### config.mk
export PLATFORM = sky130hd
export DESIGN_NAME = add16_seq
export DESIGN_NICKNAME = d
export VERILOG_FILES = /design/src/rtl/add16_pkg.sv /design/src/rtl/add16_alu8.sv /design/src/rtl/add16_incdec.sv /design/src/rtl/add16_ctrl.sv /design/src/rtl/add16_dp.sv /design/src/rtl/add16_seq.sv
export SDC_FILE = /design/constraint.sdc
export NUM_CORES = 1
export LEC_CHECK = 0
export ABC_CLOCK_PERIOD_IN_PS = 4300
export BUFFER_PORTS_ARGS = -buffer_cell sky130_fd_sc_hd__buf_4
export CAP_MARGIN = 20
export CELL_PAD_IN_SITES_DETAIL_PLACEMENT = 0
export CELL_PAD_IN_SITES_GLOBAL_PLACEMENT = 1
export CORE_MARGIN = 3
export CORE_UTILIZATION = 30
export DETAILED_ROUTE_END_ITERATION = 10
export PLACE_DENSITY_LB_ADDON = 0.1
export SYNTH_ARGS = -nofsm -noshare
export SYNTH_HDL_FRONTEND = slang
export SYNTH_SLANG_ARGS = --single-unit
### constraint.sdc
create_clock -name clk -period 4.3 [get_ports clk]
set_input_delay 0.43 -clock clk [delete_from_list [all_inputs] [get_ports clk]]
set_output_delay 0.43 -clock clk [all_outputs]
set_load 0.03 [all_outputs]
### src/rtl/add16_pkg.sv
package add16_pkg;
  localparam int OP_W = 3;

  typedef enum logic [OP_W-1:0] {
    OP_ADD_HL   = 3'd0,
    OP_ADD_SP   = 3'd1,
    OP_LD_HL_SP = 3'd2,
    OP_INC      = 3'd3,
    OP_DEC      = 3'd4
  } op_e;

  typedef enum logic [1:0] {
    DST_HL = 2'd0,
    DST_SP = 2'd1,
    DST_RR = 2'd2
  } dst_e;

  typedef struct packed {
    logic latch;     // capture operands on an accepted start
    logic stepLo;    // low-byte ALU pass
    logic stepHi;    // high-byte ALU pass
    logic loadFull;  // one-cycle load of the temporary into SP
    logic incDec;    // 16-bit counter path
  } strobe_t;

  function automatic logic opIsValid(input logic [OP_W-1:0] code);
    return code <= OP_W'(OP_DEC);
  endfunction
endpackage

### src/rtl/add16_alu8.sv
module add16_alu8 #(
  parameter int W = 8
) (
  input  logic [W-1:0] a,
  input  logic [W-1:0] b,
  input  logic         cin,
  output logic [W-1:0] sum,
  output logic         halfOut,
  output logic         carryOut
);
  localparam int HW = W / 2;

  logic [W:0]  full;
  logic [HW:0] lower;

  always_comb begin
    full     = {1'b0, a} + {1'b0, b} + {{W{1'b0}}, cin};
    lower    = {1'b0, a[HW-1:0]} + {1'b0, b[HW-1:0]} + {{HW{1'b0}}, cin};
    sum      = full[W-1:0];
    carryOut = full[W];
    halfOut  = lower[HW];
  end
endmodule

### src/rtl/add16_incdec.sv
module add16_incdec #(
  parameter int W = 16
) (
  input  logic [W-1:0] value,
  input  logic         down,
  output logic [W-1:0] result
);
  localparam logic [W-1:0] ONE = {{(W-1){1'b0}}, 1'b1};

  always_comb result = down ? (value - ONE) : (value + ONE);
endmodule

### src/rtl/add16_ctrl.sv
module add16_ctrl
  import add16_pkg::*;
(
  input  logic            clk,
  input  logic            rst_n,
  input  logic            start,
  input  logic [OP_W-1:0] opSel,
  output strobe_t         strobe,
  output op_e             opQ,
  output logic            busy,
  output logic            done
);
  typedef enum logic [2:0] {
    ST_IDLE, ST_LO, ST_HI, ST_LOAD, ST_CNT, ST_FIN
  } state_e;

  state_e state;
  logic   accept;

  assign accept = (state == ST_IDLE) && start && opIsValid(opSel);

  always_ff @(posedge clk) begin
    if (!rst_n) begin
      state <= ST_IDLE;
      opQ   <= OP_ADD_HL;
    end else begin
      case (state)
        ST_IDLE: if (accept) begin
          opQ   <= op_e'(opSel);
          state <= (opSel == OP_INC || opSel == OP_DEC) ? ST_CNT : ST_LO;
        end
        ST_LO:   state <= ST_HI;
        ST_HI:   state <= (opQ == OP_ADD_SP) ? ST_LOAD : ST_FIN;
        ST_LOAD: state <= ST_FIN;
        ST_CNT:  state <= ST_FIN;
        default: state <= ST_IDLE;
      endcase
    end
  end

  always_comb begin
    strobe.latch    = accept;
    strobe.stepLo   = (state == ST_LO);
    strobe.stepHi   = (state == ST_HI);
    strobe.loadFull = (state == ST_LOAD);
    strobe.incDec   = (state == ST_CNT);
    busy            = (state != ST_IDLE);
    done            = (state == ST_FIN);
  end
endmodule

### src/rtl/add16_dp.sv
module add16_dp
  import add16_pkg::*;
#(
  parameter int BYTE_W = 8
) (
  input  logic              clk,
  input  logic              rst_n,
  input  strobe_t           strobe,
  input  op_e               opQ,
  input  logic [OP_W-1:0]   opSel,
  input  logic [2*BYTE_W-1:0] hlIn,
  input  logic [2*BYTE_W-1:0] rrIn,
  input  logic [2*BYTE_W-1:0] spIn,
  input  logic [BYTE_W-1:0] offset,
  input  logic              zeroIn,
  output logic [1:0]        wrDest,
  output logic              wrLo,
  output logic              wrHi,
  output logic [2*BYTE_W-1:0] wrData,
  output logic [3:0]        flags
);
  localparam int WORD_W = 2 * BYTE_W;
  localparam int FZ = 3, FN = 2, FH = 1, FC = 0;

  logic [WORD_W-1:0] aQ, bQ, cntOut, offExt;
  logic [BYTE_W-1:0] tmpLo, tmpHi, aluA, aluB, aluSum;
  logic              carryQ, zeroQ, aluCin, aluHalf, aluCarry, spOp;
  logic [3:0]        flagQ;

  assign offExt = {{BYTE_W{offset[BYTE_W-1]}}, offset};
  assign spOp   = (opQ == OP_ADD_SP) || (opQ == OP_LD_HL_SP);

  // operand capture: A is the destination-side word, B the addend
  always_ff @(posedge clk) begin
    if (!rst_n) begin
      aQ    <= '0;
      bQ    <= '0;
      zeroQ <= 1'b0;
    end else if (strobe.latch) begin
      zeroQ <= zeroIn;
      case (opSel)
        OP_ADD_HL:            begin aQ <= hlIn; bQ <= rrIn;   end
        OP_ADD_SP, OP_LD_HL_SP: begin aQ <= spIn; bQ <= offExt; end
        default:              begin aQ <= rrIn; bQ <= '0;     end
      endcase
    end
  end

  // the single byte-wide adder, shared by both passes
  always_comb begin
    aluA   = strobe.stepHi ? aQ[WORD_W-1:BYTE_W] : aQ[BYTE_W-1:0];
    aluB   = strobe.stepHi ? bQ[WORD_W-1:BYTE_W] : bQ[BYTE_W-1:0];
    aluCin = strobe.stepHi & carryQ;
  end

  add16_alu8 #(.W(BYTE_W)) u_alu (
    .a(aluA), .b(aluB), .cin(aluCin),
    .sum(aluSum), .halfOut(aluHalf), .carryOut(aluCarry)
  );

  add16_incdec #(.W(WORD_W)) u_cnt (
    .value(aQ), .down(opQ == OP_DEC), .result(cntOut)
  );

  // hidden temporary and flag register
  always_ff @(posedge clk) begin
    if (!rst_n) begin
      tmpLo  <= '0;
      tmpHi  <= '0;
      carryQ <= 1'b0;
      flagQ  <= '0;
    end else begin
      if (strobe.stepLo) begin
        tmpLo     <= aluSum;
        carryQ    <= aluCarry;
        flagQ[FN] <= 1'b0;
        flagQ[FH] <= aluHalf;
        flagQ[FC] <= aluCarry;
        flagQ[FZ] <= spOp ? 1'b0 : zeroQ;
      end
      if (strobe.stepHi) begin
        tmpHi <= aluSum;
        if (opQ == OP_ADD_HL) begin
          flagQ[FH] <= aluHalf;
          flagQ[FC] <= aluCarry;
        end
      end
    end
  end

  // register-file write port
  always_comb begin
    wrDest = DST_HL;
    wrLo   = 1'b0;
    wrHi   = 1'b0;
    wrData = '0;
    if (strobe.loadFull) begin
      wrDest = DST_SP;
      wrLo   = 1'b1;
      wrHi   = 1'b1;
      wrData = {tmpHi, tmpLo};
    end else if (strobe.incDec) begin
      wrDest = DST_RR;
      wrLo   = 1'b1;
      wrHi   = 1'b1;
      wrData = cntOut;
    end else if (strobe.stepLo && opQ != OP_ADD_SP) begin
      wrLo   = 1'b1;
      wrData = {{BYTE_W{1'b0}}, aluSum};
    end else if (strobe.stepHi && opQ != OP_ADD_SP) begin
      wrHi   = 1'b1;
      wrData = {aluSum, tmpLo};
    end
  end

  assign flags = flagQ;
endmodule

### src/rtl/add16_seq.sv
module add16_seq
  import add16_pkg::*;
#(
  parameter int BYTE_W = 8
) (
  input  logic                clk,
  input  logic                rst_n,
  input  logic                start,
  input  logic [2:0]          opSel,
  input  logic [2*BYTE_W-1:0] hlIn,
  input  logic [2*BYTE_W-1:0] rrIn,
  input  logic [2*BYTE_W-1:0] spIn,
  input  logic [BYTE_W-1:0]   offset,
  input  logic                zeroIn,
  output logic [1:0]          wrDest,
  output logic                wrLo,
  output logic                wrHi,
  output logic [2*BYTE_W-1:0] wrData,
  output logic [3:0]          flags,
  output logic                busy,
  output logic                done
);
  strobe_t strobe;
  op_e     opQ;

  add16_ctrl u_ctrl (
    .clk(clk), .rst_n(rst_n), .start(start), .opSel(opSel),
    .strobe(strobe), .opQ(opQ), .busy(busy), .done(done)
  );

  add16_dp #(.BYTE_W(BYTE_W)) u_dp (
    .clk(clk), .rst_n(rst_n), .strobe(strobe), .opQ(opQ), .opSel(opSel),
    .hlIn(hlIn), .rrIn(rrIn), .spIn(spIn), .offset(offset), .zeroIn(zeroIn),
    .wrDest(wrDest), .wrLo(wrLo), .wrHi(wrHi), .wrData(wrData), .flags(flags)
  );
endmodule

==> results.md <==
* Die W at 129 um
* Drt initial violations at 247
* Post-synth top area share at 26.0%
* Status: completed
* Synthesis-to-layout area growth at 24.3%
* GRT busiest layer: met2
* Row count at 44
* Met2 GRT Util at 29.7%
* #FFs+latches synth at 59
* Flop-to-flop setup slack at 1.20 ns
* Largest net degree at the start of global routing at 60
* Netlist cell types at 60
* Critical Path AT at 3.54 ns
* Die area at 16,700 sq um
* Worst setup SP type: flop
* Synth Warn # at 0
* Slew @ Worst Pin at 0.755 ns
* # resized after CTS at 0
* Number of buffers created by CTS at 9
* Synth Area per Inst at 7.52 sq um
* Crit end category: primary output
* # IOs at 89
* Asr flop ratio synth at 0%
* Routed WL per cell at 17.8 um
* Main synth FF type: dfxtp_1
* Grt met3 use at 3.59%
* Global-route usage over all layers at 18.9%
* Layout cells sized above 1 at 21.6%
* Number of synthesized flops with an enable pin at 0
* Yosys top cell by area: dfxtp_1
* Post-CTS setup buffer count at 0
* Setup CP Type: flop to primary output
* Post-Syn Instances at 604
* RSZ-0062 raised after global routing: no
* Reg clk slew, reported paths at 0.05 ns
* Share of the yosys chip area belonging to registers at 26.0%
* Remaining Overflow, GRT at 0
* Crit Path Max Fanout at 14
* Setup Viol. Count Final at 0
* Final min period at 3.97 ns
* Hold WC Path Type: input port to flop
* Max_cap viols at 0
* Max Clk Rate at 0.252 GHz
* First-pass GRT wire length at 24,800 um
* Initial core utilization at 30.9%
* CP Launch Point: u_ctrl.state[1]
* Final GP Congestion at 0.827
* Footprint of the multi-input gates at 3170 sq um
* Slew headroom at 49.5%
* Core area at 14,700 sq um
* Worst R2R Start: u_ctrl.state[1]
* Final Max Tran Viols at 0
* Setup TNS at 0 ns
* Peak VDD IR at 0.191 mV
* DRC at 0
* Htree depth at 3
* GRT met1 Usage at 26.3%
* Antenna diodes at 0
* Cell area after synthesis at 4540 sq um
* Final #Nets at 759
* Clock sink count at 59
* FF-to-FF End: u_dp.tmpHi[7]
* Skew-Pair Late Insertion Delay at 0.34 ns
* Reg area at 1180 sq um
* Vias in the first global route at 4,657
* P per Cell Area at 343 nW/um^2
* CP endpoint: wrData[7]
* Largest cells by area after synthesis: dfxtp_1 26%, a21oi_1 8.3%, nand2_1 8.1%
* Tcrit/Tclk final at 92.4%
* DIE HEIGHT at 129 um
* Post-DR vias/cell at 5.32
* Req. time, crit path at 3.87 ns
* Final HPWL from detailed placement at 11,600 um
* Layout fillers at 1,545
* Net Count, Synth at 691
* Final ANT Viol Nets at 0
* Initial antenna violation count at 0
* Static Leak at 2.41 nW
* CTS tree: built
* Design area at 5650 sq um
* CTS Hold Buffers Added at 0
* Via count at 4,579
* WL final at 15,300 um
* Worst clock skew at 0.0101 ns
* DP Area at 5340 sq um
* Reg2Reg Depth at 12
* Drt first pass iters at 5
* Final Util at 38.4%
* Maximum clock path buffer count at 2
* Clk root buf: clkbuf_16
* Final hold vios at 0
* I/O Buffers at 87
power breakdown:
group | switching, W | internal [W] | leakage, nW
Sequential | 0.0000492 | 0.000594 | 0.482
Combinational | 0.000340 | 0.000224 | 1.79
Clock | 0.000265 | 0.000463 | 0.139
Total | 0.000654 | 0.00128 | 2.41
cells by family (layout without fill, tap and decap cells):
group | Yosys count | in the layout | synth area share [%]
AO/OA/AOI/OAI | 219 | 219 | 32.2
AND/OR/NAND/NOR | 206 | 206 | 20.3
flip-flops | 59 | 59 | 26.0
buffers and inverters | 52 | 125 | 4.71
multiplexers | 27 | 27 | 6.44
adder cells (fa/ha/maj) | 24 | 24 | 7.10
XOR/XNOR | 16 | 16 | 3.25
other | 1 | 1 | 0.0825
flip-flops by register name, indices dropped and copies added, names as in the netlist:
name / count
u_dp.tmpLo: 8
u_ctrl.opQ: 3
u_dp.zeroQ: 1
u_dp.flags: 3
u_ctrl.state: 3
u_dp.bQ: 16
u_dp.carryQ: 1
u_dp.tmpHi: 8
u_dp.aQ: 16
routing by layer:
layer	vias to the layer above	part of all wire [%]
met5	-	0
met4	0	1.6
met3	18	4.9
met2	116	45
met1	2118	48
li1	2327	-
through the flow:
step,setup slack [ns],total power [W],hold WS (ns),instances
floorplan,0.565,0.00101,0.437,604
global placement,0.553,0.00121,0.445,843
detailed placement,0.465,0.00121,0.455,845
CTS,0.0889,0.00195,0.353,861
global route,0.0332,0.00205,0.378,861
finish,0.326,0.00194,0.361,861
cells in the final DEF (no fill, tap or decap), types with 9 or more instances in the layout:
master	n
nor2_1	46
inv_1	11
dfxtp_1	59
buf_4	96
a21boi_0	15
nor2b_1	11
xnor2_1	10
nor3_1	14
mux2i_1	9
a21oi_1	75
nand2_1	98
mux2_2	18
a22o_1	16
nand3_1	11
a22oi_1	20
clkbuf_16	9
o21ai_0	43
ha_1	21
critical path, cell delays in order, from the launching register on:
cell and delay (ns):
dfxtp_1 0.40, inv_1 0.14, nor3_2 0.29, buf_4 0.27, nor2_1 0.07, a21o_1 0.17, ha_1 0.27, nor2b_4 0.12
o21a_1 0.18, a311o_2 0.43, o31ai_4 0.21, xor2_2 0.31, o221ai_2 0.14, buf_4 0.21
cells in the mapped netlist, drive strengths merged, types with 2 or more instances:
master  instances
o31a            2
nor2b          12
nand4           3
o21bai          2
a22oi          20
mux2           18
buf            15
inv            12
clkbuf         25
o221ai          7
nand3b          4
a221o           4
o211a           5
nor3b           3
fa              3
o211ai          2
xor2            6
nand2b          4
xnor2          10
nand3          11
a31oi           2
and3            2
o21ai          46
a211oi          5
a21o            3
nor3           17
nor2           46
mux2i           9
a21oi          76
or3             2
dfxtp          59
a21boi         15
o31ai           2
o21a            5
a22o           16
a221oi          2
nand2          98
ha             21
layout make-up:
| class | instances | area share, % |
|---|---|---|
| flip-flops and latches | 59 | 20.9 |
| clock inverters | 4 | 0.886 |
| inverters | 12 | 0.797 |
| well taps | 184 | 4.07 |
| multi-input cells | 493 | 56.0 |
| clock buffers | 12 | 4.36 |
| repair buffers | 97 | 13.0 |
how the worst min path moves through the flow:
stage,start,end,slack (ns),cells after the start
floorplan,u_dp.tmpLo[7],u_dp.tmpLo[7],0.44,2
global placement,u_dp.tmpLo[7],u_dp.tmpLo[7],0.45,2
detailed placement,u_dp.tmpHi[7],u_dp.tmpHi[7],0.45,2
CTS,zeroIn,u_dp.zeroQ,0.35,3
global route,rrIn[15],u_dp.bQ[15],0.38,3
finish,zeroIn,u_dp.zeroQ,0.36,3
No activity file was read; power rests on OpenSTA's default activity.
